<file path="src/rtl/pbr_pkg.sv">
package pbr_pkg;
    typedef enum logic [1:0] {
        PB_IDLE  = 2'd0,
        PB_HOLD  = 2'd1,
        PB_TIMED = 2'd2
    } pb_state_e;
endpackage

</file>
<file path="src/rtl/pbr_sync.sv">
module pbr_sync (
    input  logic clk,
    input  logic rst_n,
    input  logic din,
    output logic dout
);
    typedef struct packed {
        logic s1;
        logic s2;
    } sync_t;

    sync_t r_d, r_q;

    always_comb begin
        r_d.s1 = din;
        r_d.s2 = r_q.s1;
    end

    always_ff @(posedge clk or negedge rst_n) begin
        if (!rst_n) r_q <= '{s1: 1'b1, s2: 1'b1};
        else        r_q <= r_d;
    end

    assign dout = r_q.s2;
endmodule

</file>
<file path="src/rtl/pbr_debounce.sv">
module pbr_debounce #(
    parameter int unsigned DB_CYC = 10000
) (
    input  logic clk,
    input  logic rst_n,
    input  logic din,
    output logic level
);
    localparam int unsigned CW = $clog2(DB_CYC + 1);
    localparam logic [CW-1:0] LAST = CW'(DB_CYC - 1);

    typedef struct packed {
        logic          lvl;
        logic [CW-1:0] cnt;
    } deb_t;

    deb_t r_d, r_q;

    always_comb begin
        r_d = r_q;
        if (din == r_q.lvl) begin
            r_d.cnt = '0;
        end else if (r_q.cnt == LAST) begin
            r_d.lvl = din;
            r_d.cnt = '0;
        end else begin
            r_d.cnt = r_q.cnt + 1'b1;
        end
    end

    always_ff @(posedge clk or negedge rst_n) begin
        if (!rst_n) r_q <= '{lvl: 1'b1, cnt: '0};
        else        r_q <= r_d;
    end

    assign level = r_q.lvl;

    // the settled level moves only toward a differing synchronized input
    a_r2_level_follows_input: assert property (@(posedge clk) disable iff (!rst_n)
        (r_q.lvl != $past(r_q.lvl)) |-> ($past(din) != $past(r_q.lvl)));

    // the settled level never moves before the count window is full
    a_r2_window_full: assert property (@(posedge clk) disable iff (!rst_n)
        (r_q.lvl != $past(r_q.lvl)) |-> ($past(r_q.cnt) == LAST));
endmodule

</file>
<file path="src/rtl/pbr_pulse.sv">
module pbr_pulse
    import pbr_pkg::*;
#(
    parameter int unsigned SHORT_CYC = 95000,
    parameter int unsigned LONG_CYC  = 190000
) (
    input  logic clk,
    input  logic rst_n,
    input  logic pressed,
    input  logic long_sel,
    output logic act_hi,
    output logic act_lo
);
    localparam int unsigned CW = $clog2(LONG_CYC + 1);
    localparam logic [CW-1:0] SHORT_L = CW'(SHORT_CYC);
    localparam logic [CW-1:0] LONG_L  = CW'(LONG_CYC);

    typedef struct packed {
        pb_state_e     st;
        logic [CW-1:0] cnt;
        logic [CW-1:0] len;
        logic          hi;
        logic          lo;
    } pul_t;

    pul_t r_d, r_q;

    always_comb begin
        r_d = r_q;
        unique case (r_q.st)
            PB_IDLE: begin
                if (pressed) r_d.st = PB_HOLD;
            end
            PB_HOLD: begin
                if (!pressed) begin
                    r_d.st  = PB_TIMED;
                    r_d.cnt = '0;
                    r_d.len = long_sel ? LONG_L : SHORT_L;
                end
            end
            PB_TIMED: begin
                if (pressed) begin
                    r_d.st = PB_HOLD;
                end else if (r_q.cnt == r_q.len - 1'b1) begin
                    r_d.st = PB_IDLE;
                end else begin
                    r_d.cnt = r_q.cnt + 1'b1;
                end
            end
            default: r_d.st = PB_IDLE;
        endcase
        r_d.hi = (r_d.st != PB_IDLE);
        r_d.lo = (r_d.st == PB_IDLE);
    end

    always_ff @(posedge clk or negedge rst_n) begin
        if (!rst_n) r_q <= '{st: PB_IDLE, cnt: '0, len: SHORT_L, hi: 1'b0, lo: 1'b1};
        else        r_q <= r_d;
    end

    assign act_hi = r_q.hi;
    assign act_lo = r_q.lo;

    // reset rises only after a recognized press
    a_r3_rise_on_press: assert property (@(posedge clk) disable iff (!rst_n)
        $rose(r_q.hi) |-> $past(pressed));

    // the held state always drives reset
    a_r4_hold_active: assert property (@(posedge clk) disable iff (!rst_n)
        (r_q.st == PB_HOLD) |-> r_q.hi);

    // reset does not fall while the button is held
    a_r4_no_drop_held: assert property (@(posedge clk) disable iff (!rst_n)
        (r_q.hi && pressed) |=> r_q.hi);

    // the interval counter stays below the latched length
    a_r5_cnt_bound: assert property (@(posedge clk) disable iff (!rst_n)
        (r_q.st == PB_TIMED) |-> (r_q.cnt < r_q.len));

    // the latched length is stable through the timed interval
    a_r7_len_stable: assert property (@(posedge clk) disable iff (!rst_n)
        (r_q.st == PB_TIMED && $past(r_q.st) == PB_TIMED) |-> $stable(r_q.len));

    // a press during the interval goes back to holding
    a_r8_repress: assert property (@(posedge clk) disable iff (!rst_n)
        (r_q.st == PB_TIMED && pressed) |=> (r_q.st == PB_HOLD && r_q.hi));

    // the two polarities are exact complements
    a_r9_complement: assert property (@(posedge clk) disable iff (!rst_n)
        (r_q.hi != r_q.lo));
endmodule

</file>
<file path="src/rtl/pbr_top.sv">
module pbr_top #(
    parameter int unsigned CLK_KHZ     = 1000,
    parameter int unsigned DEBOUNCE_MS = 10,
    parameter int unsigned SHORT_MS    = 95,
    parameter int unsigned LONG_MS     = 190
) (
    input  logic clk,
    input  logic rst_n,
    input  logic btn_n,
    input  logic long_sel,
    output logic rst_out,
    output logic rst_out_n,
    output logic rst_req
);
    localparam int unsigned DB_CYC    = CLK_KHZ * DEBOUNCE_MS;
    localparam int unsigned SHORT_CYC = CLK_KHZ * SHORT_MS;
    localparam int unsigned LONG_CYC  = CLK_KHZ * LONG_MS;

    logic btn_sync;
    logic btn_level;
    logic act_hi;
    logic act_lo;

    pbr_sync u_sync (
        .clk   (clk),
        .rst_n (rst_n),
        .din   (btn_n),
        .dout  (btn_sync)
    );

    pbr_debounce #(.DB_CYC(DB_CYC)) u_deb (
        .clk   (clk),
        .rst_n (rst_n),
        .din   (btn_sync),
        .level (btn_level)
    );

    pbr_pulse #(.SHORT_CYC(SHORT_CYC), .LONG_CYC(LONG_CYC)) u_pulse (
        .clk      (clk),
        .rst_n    (rst_n),
        .pressed  (!btn_level),
        .long_sel (long_sel),
        .act_hi   (act_hi),
        .act_lo   (act_lo)
    );

    assign rst_out   = act_hi;
    assign rst_out_n = act_lo;
    assign rst_req   = act_hi;

    // the request line mirrors the active-high reset
    a_r9_req_mirror: assert property (@(posedge clk) disable iff (!rst_n)
        rst_req == rst_out);
endmodule

</file>
<file path="config.mk">
export PLATFORM = sky130hd
export DESIGN_NAME = pbr_top
export DESIGN_NICKNAME = d
export VERILOG_FILES = /design/src/rtl/pbr_pkg.sv /design/src/rtl/pbr_sync.sv /design/src/rtl/pbr_debounce.sv /design/src/rtl/pbr_pulse.sv /design/src/rtl/pbr_top.sv
export SDC_FILE = /design/constraint.sdc
export NUM_CORES = 1
export LEC_CHECK = 0
export BUFFER_PORTS_ARGS = -buffer_cell sky130_fd_sc_hd__buf_2
export CAP_MARGIN = 20
export CORE_MARGIN = 1
export CORE_UTILIZATION = 65
export DETAILED_ROUTE_END_ITERATION = 8
export PLACE_DENSITY = 0.83
export REMOVE_ABC_BUFFERS = 1
export SYNTH_ARGS = -nofsm -noshare
export SYNTH_HDL_FRONTEND = slang
export SYNTH_HIERARCHICAL = 1
export SYNTH_SLANG_ARGS = --single-unit
</file>
<file path="constraint.sdc">
create_clock -name clk -period 5.6 [get_ports clk]
set_input_delay 1.4 -clock clk [delete_from_list [all_inputs] [get_ports clk]]
set_output_delay 1.4 -clock clk [all_outputs]
set_load 0.01 [all_outputs]
</file>
# Word level (Yosys, flattened, before mapping)

Index checks and enable logic that the tools add are counted.

Flip-flop bits (word level): 57
Bits in latches: 0
RAM bits: 0
Memory bits (read-only): 0
Input bits: 4
Output and inout bits: 3
Memories: 0

Add/sub/neg operators: 3
Multiply operators: 0
Divide/modulo/power cells: 0
$lt $le $gt $ge: 0
Eq/ne operators: 8
Shifts and indexed selects: 0
Multiplexer cells: 11
Bitwise operators: 1
Reduce and logical (&&, ||, !) cells: 7

Operators by type and width:

| cell                                                                  | number |
|---|---|
| 18-bit 2-to-1 mux                                                     | 3 |
| 38-bit 2-to-1 mux                                                     | 1 |
| 18-bit one-hot mux with 2 select lines                                | 1 |
| 14-bit 2-to-1 mux                                                     | 2 |
| 18-bit by 1-bit adder with 18-bit output, second input constant       | 1 |
| 18-bit equality test                                                  | 1 |
| 18-bit by 1-bit subtractor with 18-bit output, second input constant  | 1 |
| 14-bit by 1-bit adder with 14-bit output, second input constant       | 1 |
| 14-bit equality test, second input constant                           | 1 |
| 2-bit 2-to-1 mux                                                      | 3 |
| 2-bit != test, second input constant                                  | 3 |
| 2-bit one-hot mux with 3 select lines                                 | 1 |
| 2-bit zero test                                                       | 2 |
| 2-bit AND reduction                                                   | 2 |
| 4-bit AND reduction                                                   | 1 |
| 2-bit nonzero test                                                    | 2 |
| 2-bit by 1-bit equality test with 1-bit output, second input constant | 1 |
| 2-bit equality test, second input constant                            | 1 |
| 1-bit equality test                                                   | 1 |
| 1-bit inverter                                                        | 1 |

# Logic depth before layout (Yosys ltp)

Word-level depth: 6
Depth in mapped cells: 7
Gate-level depth less buffers: 6

# Modules after synthesis

Netlist, hierarchy kept.

By module, submodules not included:

| module       | times used | cells an instance | area each (µm²) |
|---|---|---|---|
| pbr_pulse    | 1          | 124               | 1295.0 |
| pbr_debounce | 1          | 70                | 739.5 |
| pbr_sync     | 1          | 2                 | 52.6 |
| pbr_top      | 1          | 2                 | 11.3 |

# Least setup slack after synthesis

OpenSTA, ideal clock, no wires.

Path kind: register -> output
Start point: reg u_pulse.r_q, in the netlist u_pulse/act_hi
End point: out rst_req
Arrival: 0.539 ns
Slack: 3.661 ns
Cell stages (with the launch flop): 2
Path buffers: 1
Path through: dfrtp_1 buf_4

RTL lines:

| what                   | RTL line        | text |
|---|---|---|
| start, declared        | pbr_pulse.sv:26 | `pul_t r_d, r_q;` |
| start signal, assigned | pbr_pulse.sv:57 | `if (!rst_n) r_q <= '{st: PB_IDLE, cnt: '0, len: SHORT_L, hi: 1'b0, lo: 1'b1};` |
| start signal, assigned | pbr_pulse.sv:58 | `else r_q <= r_d;` |
| end, declared          | pbr_top.sv:13   | `output logic rst_req` |

No word-level cell between the ends.

# Final worst setup path

Start point: reg u_pulse.r_q, in the netlist u_pulse/act_lo
End point: out rst_out_n

RTL lines:

| what          | RTL line      | text |
|---|---|---|
| end, declared | pbr_top.sv:12 | `output logic rst_out_n,` |

No word-level cell between the ends.

==> impl_summary.md <==
Critical path
For the worst setup path, the data required time is 4.20 ns. The signal arrival time at the worst endpoint is 0.97 ns. The kind of cell with the highest combined delay along the critical path is flip-flops.

In this design, the stage delay of the slowest critical-path cell is 0.52 ns. The maximum fanout count along the critical path is 1. The start-to-end type of the worst setup path is flop to primary output. Among all stages on the critical path, the largest delay is contributed by dfstp_2.

The category of the worst setup path capture point is a primary output. The critical path goes through buf_2. The worst setup path is launched from a flop. The buffer and inverter count on the worst path is 1.

Power and ir drop
The leakage dissipation is 0.985 nW. The switching power total is 0.0000986 W. Across the VDD grid, the largest voltage drop is 0.200 mV. The portion of total power attributed to the clock network is 0.323. Of the total power, combinational logic draws 0.025.

The ratio of total power to cell area is 209 mW/mm2. Of the total power, the share spent switching nets is 0.213. The part of the power in registers is 0.652. The internal cell power is 0.000364 W.

Final layout
Leaving out fill and tap cells, the most frequent cell in the layout is dfrtp_1. Of the cells placed in the final design, the portion with a size suffix greater than 1 is 0.165. In the layout the commonest cells are dfrtp_1 (36), nor2_1 (30), xor2_1 (16). The number of filler instances in the final layout is 219.

0 antenna diodes ended up in the layout. The area growth from synthesis to layout is 5.37%. The net count of the finished layout is 212.

Clock network
Clock tree synthesis selected as its root buffer the cell clkbuf_4. The clock network latency to the later pin of the worst-skew pair is 0.34 ns. Clock-pin slew was measured on the worst setup and hold paths at 0.10 ns.

The clock sink count is 41. TritonCTS built the clock tree. The maximum level of the CTS H-tree is 2. The largest buffer count on any clock path is 2. The post-cts hold buffer count is 0.

Post-CTS repair changed the size of 0 cells. Once the clock tree was built, the setup fixing pass inserted 0 buffers. Clock tree synthesis inserted a total of 5 buffers.

Timing
The transition at the pin with the smallest max-transition slack is 0.867 ns. The share of the clock period used by the worst path after layout is 0.422. Setup repair after global routing left no endpoint under its margin. The achievable frequency is 0.423 GHz. Subtracting the final worst setup slack from the clock period gives 2.37 ns. The number of failing hold endpoints at the final stage is 0. The number of max-slew violations in the final report came to 0.

The worst setup skew after layout is 0.0163 ns. The final setup TNS is 0 ns. The worst hold slack is 0.364 ns. Headroom to the max-slew limit came out at 0.422. The final number of setup-violating endpoints is 0.

Synth
The part of the Yosys area used for sequential elements is 0.492. Counting flops with a built-in enable in the synthesized netlist gives 0. Of the post-synthesis cell area, the dominant cell type holds 0.429. The total of flip-flops plus latches after synthesis is 41. The proportion of register bits with asynchronous set or reset after synthesis is 1.00. The Yosys step of the flow raised 6 warnings. Yosys attributes the largest share of cell area to dfrtp_1 (43%), xor2_1 (6.7%), dfstp_2 (6.3%). The number of different library cells used by synthesis comes to 49. The netlist area before placement is 0.00210 mm2. The average instance area after synthesis is 10.6 um2. The main flop type after synthesis is dfrtp_1. The post-synthesis cell type with the largest combined area is dfrtp_1.

In the synthesized netlist, the number of instances is 198.

GRT
The wire length of the first global-routing pass is 6490 um. The initial antenna violation count is 0. Entering global routing, the biggest net connects 42 pins. The final global-route overflow total is 0.

The number of global-route vias before repair is 1448. The overall track demand over capacity in global routing is 0.255.

Detailed routing
The post-detailed-route via-to-cell ratio is 5.85. Summed over all layers, the routed wires come to 3730 um. The violation count after the first detailed-route iteration is 69. The number of design rule violations left after detail routing is 0. The number of vias in the routed layout is 1463. The count of nets left with antenna violations once routing finished came out at 0.

In the final routed layout, each cell accounts on average for 14.9 um. The length of the first detailed-routing pass in iterations is 4.

Floorplan
The core region area is 0.00305 mm2. The y dimension of the die is 58.8 um. For this configuration, the core starts out at a cell density of 0.687. Pin placement for this block handled 7 I/O pins. The area of the die is 0.00346 mm2.

Row generation in the floorplan step produced 20 rows. From left edge to right edge, the die measures 58.8 um.

Place
The wire-length estimate of the detail-placed layout is 2630 um. The count of buffers inserted at the top-level ports is 6. The weighted congestion reported at the end of routability-driven placement is 0.884.

Outcome
The flow ran to the end, and the final reports show no timing, DRC or antenna violations.

Run
The number of violations of the max-capacitance limit is 0.

Worst hold path
In this run the worst hold path is classified as flop to flop.
## per-layer routing
metal  vias to the layer above  wire length (um)  track usage  part of all wire
li1                        714                 -            -                 -
met1                       708              1650        0.310              0.44
met2                        35              1900        0.425              0.51
met3                         6               140       0.0725             0.038
met4                         0                43        0.109             0.012
met5                         -                 0            0                 0
## synth_stat cells, drive strengths merged (4+ instances only)
master  number
dfstp        5
nor2        30
xor2        16
and3         7
xnor2        9
nand3        7
nand4       12
inv          6
dfrtp       36
o21ai        6
clkbuf       4
a21oi        7
nand2        9
## layout make-up
cell class | count | area [um2] | area share
Timing Repair Buffer | 7 | 37.5 | 0.0170
Tap cell | 44 | 55.1 | 0.0249
Inverter | 6 | 22.5 | 0.0102
Clock buffer | 8 | 58.8 | 0.0266
Sequential cell | 41 | 1030 | 0.467
Multi-Input combinational cell | 144 | 1000 | 0.454
## registers in the layout, indices dropped and copies added (netlist names)
| register | count |
|---|---|
| u_deb/level | 1 |
| u_deb/r_q | 14 |
| u_pulse/act_hi | 1 |
| u_pulse/act_lo | 1 |
| u_pulse/r_q | 22 |
| u_sync/dout | 1 |
| u_sync/r_d | 1 |
## power by group through the flow
stage / logic, W / registers [W] / clock network [W]
floorplan: 0.00000384 / 0.000307 / 0
global placement: 0.0000110 / 0.000307 / 0
detailed placement: 0.0000119 / 0.000307 / 0
CTS: 0.0000120 / 0.000302 / 0.000156
global route: 0.0000132 / 0.000302 / 0.000167
finish: 0.0000114 / 0.000302 / 0.000149
## cells by family (layout without fill, tap and decap cells)
group           after synthesis  count (layout)  synth area share
mux                           5               5            0.0352
xor+xnor                     25              25             0.104
flops                        41              41             0.492
buf+inv                      13              21            0.0292
simple gates                 91              91             0.249
fa+ha+maj                     3               3            0.0179
compound gates               20              20            0.0728
## metrics by stage
stage          total power [W]  setup WS (ns)  std cells  utilization  cell area, um2
2_1_floorplan         0.000311           3.68        191            -            2060
3_3_place_gp          0.000318           3.51        242        0.705            2150
3_5_place_dp          0.000319           3.44        242        0.705            2150
4_1_cts               0.000470           3.20        250        0.724            2210
5_1_grt               0.000483           3.17        250        0.724            2210
6_report              0.000463           3.23        250        0.724            2210
## path summary, 6_finish.rpt
check | from | endpoint | slack, ns | depth (start not counted)
max reg2reg | u_deb/level$_DFFE_PN1P_ | u_pulse/r_q[37]$_DFFE_PN0P_ | 3.47 | 6
min in group asynchronous | rst_n | u_pulse/r_q[25]$_DFFE_PN0P_ | 1.15 | 1
max | u_pulse/act_lo$_DFF_PN1_ | rst_out_n | 3.23 | 1
min reg2reg | u_sync/r_d[0]$_DFF_PN1_ | u_sync/dout$_DFF_PN1_ | 0.36 | 0
min | u_sync/r_d[0]$_DFF_PN1_ | u_sync/dout$_DFF_PN1_ | 0.36 | 0
max in group asynchronous | rst_n | u_deb/r_q[3]$_DFF_PN0_ | 3.89 | 1
Note: power is estimated with default switching activity, not from simulation.
